[config.mk]
export PLATFORM = sky130hd
export DESIGN_NAME = smc_area
export DESIGN_NICKNAME = d
export VERILOG_FILES = /design/src/rtl/smc_area.sv
export SDC_FILE = /design/constraint.sdc
export NUM_CORES = 1
export LEC_CHECK = 0
export ABC_CLOCK_PERIOD_IN_PS = 4800
export BUFFER_PORTS_ARGS = -buffer_cell sky130_fd_sc_hd__buf_2
export CAP_MARGIN = 20
export CORE_MARGIN = 2
export CORE_UTILIZATION = 54
export DETAILED_ROUTE_END_ITERATION = 12
export PLACE_DENSITY = 0.95
export RECOVER_POWER = 100
export SYNTH_ARGS = -nofsm -noshare
export SYNTH_HDL_FRONTEND = slang
export SYNTH_SLANG_ARGS = --single-unit
[constraint.sdc]
create_clock -name clk -period 4.8 [get_ports clk]
set_input_delay 0.24 -clock clk [delete_from_list [all_inputs] [get_ports clk]]
set_output_delay 0.24 -clock clk [all_outputs]
set_load 0.05 [all_outputs]
[src/rtl/smc_area.sv]
module smc_area #(
  parameter logic [2:0] AREA_CODE   = 3'b110,
  parameter int         BURST_BEATS = 4
) (
  input  logic        clk,
  input  logic        rst_n,
  input  logic        req,
  input  logic        req_we,
  input  logic [31:0] req_addr,
  input  logic [31:0] req_wdata,
  output logic        ack,
  output logic [31:0] rdata,
  output logic        rvalid,
  input  logic [2:0]  cfg_wait,
  input  logic [2:0]  cfg_setup,
  input  logic [2:0]  cfg_hold,
  input  logic [1:0]  cfg_size,
  input  logic        cfg_burst,
  input  logic        wait_n,
  output logic        cs_n,
  output logic        oe_n,
  output logic [3:0]  wr_n,
  output logic [25:0] bus_addr,
  output logic [31:0] bus_dout,
  output logic        bus_doe,
  input  logic [31:0] bus_din
);
  localparam int BW = (BURST_BEATS > 1) ? $clog2(BURST_BEATS) : 1;

  typedef enum logic [1:0] {S_IDLE, S_SETUP, S_STROBE, S_HOLD} st_t;

  st_t         st;
  logic [3:0]  cnt, wq;
  logic [2:0]  hold_q;
  logic [1:0]  size_q, wsync;
  logic        we_q, burst_q;
  logic [BW-1:0] beat;

  function automatic logic [3:0] wmap(input logic [2:0] c);
    case (c)
      3'd5:    return 4'd6;
      3'd6:    return 4'd8;
      3'd7:    return 4'd10;
      default: return {1'b0, c};
    endcase
  endfunction

  function automatic logic [3:0] strobe_ld(input logic [3:0] w, input logic b);
    return (b && w == 4'd0) ? 4'd1 : w;
  endfunction

  wire hit       = req_addr[28:26] == AREA_CODE;
  wire strobe_on = st == S_STROBE;
  wire last_cyc  = strobe_on && cnt == 4'd0;
  wire waiting   = wsync[1];
  wire last_beat = !burst_q || beat == BW'(BURST_BEATS - 1);
  wire burst_new = cfg_burst & ~req_we;

  logic [3:0]  lanes;
  logic [25:0] step;
  always_comb begin
    case (size_q)
      2'd0:    begin lanes = 4'b0001 << bus_addr[1:0]; step = 26'd1; end
      2'd1:    begin lanes = bus_addr[1] ? 4'b1100 : 4'b0011; step = 26'd2; end
      default: begin lanes = 4'b1111; step = 26'd4; end
    endcase
  end

  always_ff @(posedge clk or negedge rst_n)
    if (!rst_n) wsync <= 2'b00;
    else        wsync <= {wsync[0], ~wait_n};

  always_ff @(posedge clk or negedge rst_n) begin
    if (!rst_n) begin
      st <= S_IDLE; cnt <= '0; wq <= '0; hold_q <= '0; size_q <= '0;
      we_q <= 1'b0; burst_q <= 1'b0; beat <= '0;
      cs_n <= 1'b1; ack <= 1'b0; rvalid <= 1'b0; rdata <= '0;
      bus_addr <= '0; bus_dout <= '0; bus_doe <= 1'b0;
    end else begin
      ack    <= 1'b0;
      rvalid <= 1'b0;
      case (st)
        S_IDLE: if (req && hit) begin
          cs_n     <= 1'b0;
          we_q     <= req_we;
          size_q   <= cfg_size;
          burst_q  <= burst_new;
          wq       <= wmap(cfg_wait);
          hold_q   <= cfg_hold;
          bus_addr <= req_addr[25:0];
          bus_dout <= req_wdata;
          bus_doe  <= req_we;
          beat     <= '0;
          if (cfg_setup == 3'd0) begin
            st  <= S_STROBE;
            cnt <= strobe_ld(wmap(cfg_wait), burst_new);
          end else begin
            st  <= S_SETUP;
            cnt <= {1'b0, cfg_setup};
          end
        end
        S_SETUP:
          if (cnt <= 4'd1) begin
            st  <= S_STROBE;
            cnt <= strobe_ld(wq, burst_q);
          end else cnt <= cnt - 4'd1;
        S_STROBE:
          if (cnt != 4'd0) cnt <= cnt - 4'd1;
          else if (!waiting) begin
            if (!we_q) begin
              rdata  <= bus_din;
              rvalid <= 1'b1;
            end
            if (last_beat) begin
              st  <= S_HOLD;
              cnt <= {1'b0, hold_q};
              ack <= 1'b1;
            end else begin
              beat     <= beat + BW'(1);
              bus_addr <= bus_addr + step;
              cnt      <= strobe_ld(wq, 1'b1);
            end
          end
        default:
          if (cnt == 4'd0) begin
            st      <= S_IDLE;
            cs_n    <= 1'b1;
            bus_doe <= 1'b0;
          end else cnt <= cnt - 4'd1;
      endcase
    end
  end

  always_ff @(negedge clk or negedge rst_n)
    if (!rst_n) begin
      oe_n <= 1'b1;
      wr_n <= 4'hF;
    end else begin
      oe_n <= ~(strobe_on & ~we_q);
      wr_n <= ~(lanes & {4{strobe_on & we_q}});
    end

  p_miss_r1: assert property (@(posedge clk) disable iff (!rst_n)
    (st == S_IDLE && req && !hit) |=> cs_n);
  p_alias_r1: assert property (@(posedge clk) disable iff (!rst_n)
    (st == S_IDLE && req && hit && req_addr[31:29] != 3'd0) |=> !cs_n);
  p_strobe_in_cs_r5: assert property (@(posedge clk) disable iff (!rst_n)
    (!oe_n || wr_n != 4'hF) |-> !cs_n);
  p_ack_pulse_r5: assert property (@(posedge clk) disable iff (!rst_n)
    ack |=> !ack);
  p_rd_wr_excl_r6: assert property (@(posedge clk) disable iff (!rst_n)
    !(!oe_n && wr_n != 4'hF));
  p_lane_count_r6: assert property (@(posedge clk) disable iff (!rst_n)
    (wr_n != 4'hF) |-> ($countones(~wr_n) == 1 || $countones(~wr_n) == 2 || $countones(~wr_n) == 4));
  p_wait_stall_r7: assert property (@(posedge clk) disable iff (!rst_n)
    (last_cyc && waiting) |=> (st == S_STROBE && !ack));
  p_addr_stable_r8: assert property (@(posedge clk) disable iff (!rst_n)
    (!cs_n && !burst_q && st != S_HOLD) |=> $stable(bus_addr));
endmodule

# Yosys cells after proc, flatten, opt, wreduce, memory -nomap -nowiden
# Index checks and enable logic that the tools add are counted.
# word_totals
register_bits	120
elab_cells	123
# op_classes
n_addsub	3
order_cmp	1
eq_ne	16
shifts	1
n_mux	50
n_bitwise	12
n_reduce_logical	22
# ops
operator	count
26-bit 2-to-1 mux	4
4-bit 2-to-1 mux	14
26-bit case mux with 2 select lines	1
26-bit adder	1
4-bit case mux with 3 select lines	2
2-bit 2-to-1 mux	11
3-bit equality test (second input constant)	4
4-bit logical NOT	3
1-bit 2-to-1 mux	12
2-bit != test (second input constant)	5
4-bit case mux with 2 select lines	1
4-bit nonzero test	2
1-bit NOT	7
2-bit case mux with 3 select lines	1
3-bit case mux with 2 select lines	1
3-bit AND reduction	2
6-bit AND reduction	1
5-bit AND reduction	1
4-bit AND	1
2-bit by 1-bit equality test with 1-bit output (second input constant)	2
2-bit equality test (second input constant)	2
4-bit by 1-bit less-or-equal comparator with 1-bit output (second input constant)	1
2-bit logical NOT	2
4-bit by 2-bit != test with 1-bit output (second input constant)	1
17 further kinds	23

# Longest topological paths before layout
# logic_depth
word_depth	11
depth_mapped	11

==> impl_metrics.sql <==
INSERT INTO impl_metrics (metric_group, metric, value, unit) VALUES
('worst_setup_path', 'worstPathRequired', '4.56', 'ns'),
('logic_synthesis', 'synth_enable_flop_cells', '0', ''),
('placement', 'io_buffers', '208', ''),
('finish', 'inserted_diodes', '0', ''),
('worst_setup_path', 'path_cells', 'clkbuf_1', ''),
('job', 'max_cap_viol_count', '3', ''),
('power', 'comb_power_share', '0.510', ''),
('timing', 'max_slew_margin', '-0.831', ''),
('global_route', 'wire_length_of_the_first_global_routing_pass', '31.6', 'mm'),
('logic_synthesis', 'yosys_warnings', '0', ''),
('routing', 'wl_per_cell', '20.4', 'um'),
('clock_tree', 'cts_resized', '0', ''),
('floorplan', 'die_height', '109', 'um'),
('clock_tree', 'number_of_buffers_created_by_cts', '17', ''),
('clock_tree', 'cts-root-to-sink-buffers', '2', ''),
('timing', 'tns', '0', 'ns'),
('clock_tree', 'worstSkewPairLatency', '0.52', 'ns'),
('timing', 'worst_slack', '0.702', 'ns'),
('placement', 'detailedPlace.worstSlack', '1.12', 'ns'),
('power', 'share_clk_of_total_power', '0.196', ''),
('power', 'pwr-share-seq', '0.293', ''),
('logic_synthesis', 'synth-seq-cells', '120', ''),
('global_route', 'grt_pass1_vias', '6167', ''),
('logic_synthesis', 'synthFlopType', 'dfrtp_1', ''),
('logic_synthesis', 'post-synth-top-area-fraction', '0.479', ''),
('power', 'report.power.total', '0.00647', 'W'),
('routing', 'routed_via_density', '6.19', ''),
('worst_setup_path', 'cell_with_the_biggest_individual_delay_on_the_critical_path', 'dfstp_2', ''),
('global_route', 'grt_util_met3', '0.0897', ''),
('global_route', 'groute.usage.overall', '0.347', ''),
('worst_setup_path', 'worstSetupPathType', 'flip-flop to primary output', ''),
('clock_tree', 'clockRootBuffer', 'clkbuf_8', ''),
('clock_tree', 'cts_num_sinks', '120', ''),
('global_route', 'busiest_layer', 'met2', ''),
('worst_setup_path', 'critPathLaunchType', 'flip-flop', ''),
('worst_setup_path', 'crit_fanout', '1', ''),
('run_status', 'run_status', 'finished with violations', ''),
('timing', 'worst_clock_skew', '0.0287', 'ns'),
('finish', 'stdcell_area', '8320', 'um2'),
('power', 'powerDensity', '778', 'nW/um2'),
('timing', 'grt_setup_unrepaired', 'false', ''),
('floorplan', 'num_rows', '38', ''),
('floorplan', 'top_level_ports', '212', ''),
('clock_tree', 'worst_setup_hold_path_clk_slew', '0.07', 'ns'),
('logic_synthesis', 'syn-num-nets', '672', ''),
('routing', 'drt.antenna.violating_nets', '0', ''),
('global_route', 'grt_max_degree', '72', ''),
('logic_synthesis', 'synth_area', '5960', 'um2'),
('timing', 'max_slew.worst_pin.slew', '2.75', 'ns'),
('routing', 'routed_wl', '20.1', 'mm'),
('global_route', 'gr-usage-met2', '0.587', ''),
('logic_synthesis', 'synth_cell_types', '59', ''),
('worst_hold_path', 'min_path_type', 'primary input to flip-flop', ''),
('run_status', 'failing_checks', 'capacitance limit, slew limit', ''),
('floorplan', 'initial_core_util', '0.552', ''),
('worst_setup_path', 'crit_path_max_incr_delay', '0.51', 'ns'),
('timing', 'maxSlewViolCount', '155', ''),
('finish', 'n_fill_cell', '700', ''),
('worst_setup_path', 'cpLargestDelayFamily', 'flip-flops', ''),
('logic_synthesis', 'synthDominantAreaCellType', 'dfrtp_1', ''),
('routing', 'firstDrtPassIters', '6', ''),
('worst_setup_path', 'worst_setup_path_end_kind', 'primary output', ''),
('floorplan', 'floorplan.die.width', '109', 'um'),
('power', 'worst_ir_drop_vdd', '0.501', 'mV'),
('timing', 'report.final.setup_viol', '0', ''),
('global_route', 'grt.met1_usage', '0.413', ''),
('logic_synthesis', 'ys_async_sr_fraction', '1.00', ''),
('power', 'power.static_leakage', '3.70', 'nW'),
('placement', 'replace_congestion', '0.880', ''),
('logic_synthesis', 'synth.area.top_cells', 'dfrtp_1, mux2_2, dfstp_2', ''),
('logic_synthesis', 'avgSynthCellArea', '10.9', 'um2');
[what timing repair did]
action,CTS,global route
endpoints found under the hold margin,123,0
setup buffers,0,0
hold buffers,80,0
[power groups by stage]
stage	clock, W	sequential [W]	combinational, W
after floorplan	0.00000777	0.00311	0.00121
after global placement	0.00000777	0.00182	0.00316
after detailed placement	0.00000777	0.00184	0.00324
after CTS	0.00126	0.00184	0.00334
after global routing	0.00132	0.00195	0.00346
final	0.00127	0.00190	0.00330
[logic make-up (layout without fill, tap and decap cells)]
logic type | after synthesis | in the layout | synth area share
buffers and inverters | 51 | 350 | 0.0388
multiplexers | 77 | 77 | 0.144
flip-flops | 120 | 120 | 0.505
AO/OA/AOI/OAI | 125 | 125 | 0.140
AND/OR/NAND/NOR | 164 | 164 | 0.147
adder cells (fa/ha/maj) | 11 | 11 | 0.0244
[final timing paths]
| check | to | slack [ns] | from | cells after the start |
|---|---|---|---|---|
| setup / recovery | wr_n[3] | 0.70 | wr_n[3] | 1 |
| setup reg to reg | wq[1] | 0.75 | st[1] | 6 |
| max in group asynchronous | wr_n[1] | 1.66 | rst_n | 2 |
| min in group asynchronous | wq[1] | 0.29 | rst_n | 2 |
| hold reg to reg | wsync[1] | 0.37 | wsync[0] | 0 |
| hold / removal | bus_addr[9] | 0.005 | req_addr[9] | 3 |
[state kept, by name, indices dropped and copies added, names as in the netlist, 2 cells and up]
name      count
wr_n          4
hold_q        3
beat          2
bus_dout     32
st            2
wsync         2
size_q        2
rdata        32
bus_addr     26
cnt           4
wq            4
[cell usage after synthesis, types with 8 or more instances]
library cell and instances:
a21oi_1 29, clkbuf_1 18, dfrtp_1 114, ha_1 10, inv_1 21, mux2_2 71, nand2_1 36, nand2b_1 9
nand3_1 13, nand4_1 8, nor2_1 32, nor3_1 18, o21ai_0 28, o22ai_1 9
[stage by stage]
stage / utilization / hold WS [ns] / std cells
3_3_place_gp: 0.655 / 0.294 / 871
6_report: 0.770 / 0.00544 / 987
2_1_floorplan: - / -0.0556 / 548
5_1_grt: 0.770 / 0.0167 / 987
4_1_cts: 0.784 / 0.00193 / 987
3_5_place_dp: 0.655 / 0.308 / 871
[final cells by class]
cell class | instances | area (um2) | area share
Timing Repair Buffer | 293 | 1740 | 0.210
Multi-Input combinational cell | 377 | 2720 | 0.327
Clock inverter | 20 | 179 | 0.0215
Sequential cell | 120 | 3010 | 0.362
Inverter | 20 | 75.1 | 0.00903
Clock buffer | 17 | 414 | 0.0498
Tap cell | 140 | 175 | 0.0211
[routing by layer]
layer  vias up  wire (um)
met5         -          0
met4         0        958
met3       126       2060
met2       492      10100
met1      2895       7050
li1       2601          -
[cells in the final DEF (no fill, tap or decap), types with 4 or more instances in the layout]
cell type	netlist	layout
a22oi_1	7	7
nor3_1	18	19
nand2_1	36	36
mux2_2	71	64
buf_2	5	108
dfstp_2	6	6
inv_6	0	4
nor4_1	7	7
mux2i_1	6	6
a311oi_1	4	4
o211ai_1	4	4
o22ai_1	9	9
nand4_1	8	8
clkinv_4	0	4
clkbuf_16	0	16
a21oi_1	29	29
and4_1	7	7
inv_8	0	4
a21o_1	4	4
o21ai_0	28	29
nor2b_1	6	6
dfrtp_1	114	114
inv_1	21	25
nand2b_1	9	9
nand3_1	13	13
a211oi_1	4	4
ha_1	10	10
dlygate4sd3_1	0	80
clkbuf_1	18	102
mux2_1	0	7
nor2_1	32	32
and3_1	5	5
No activity file was read; power rests on OpenSTA's default activity.
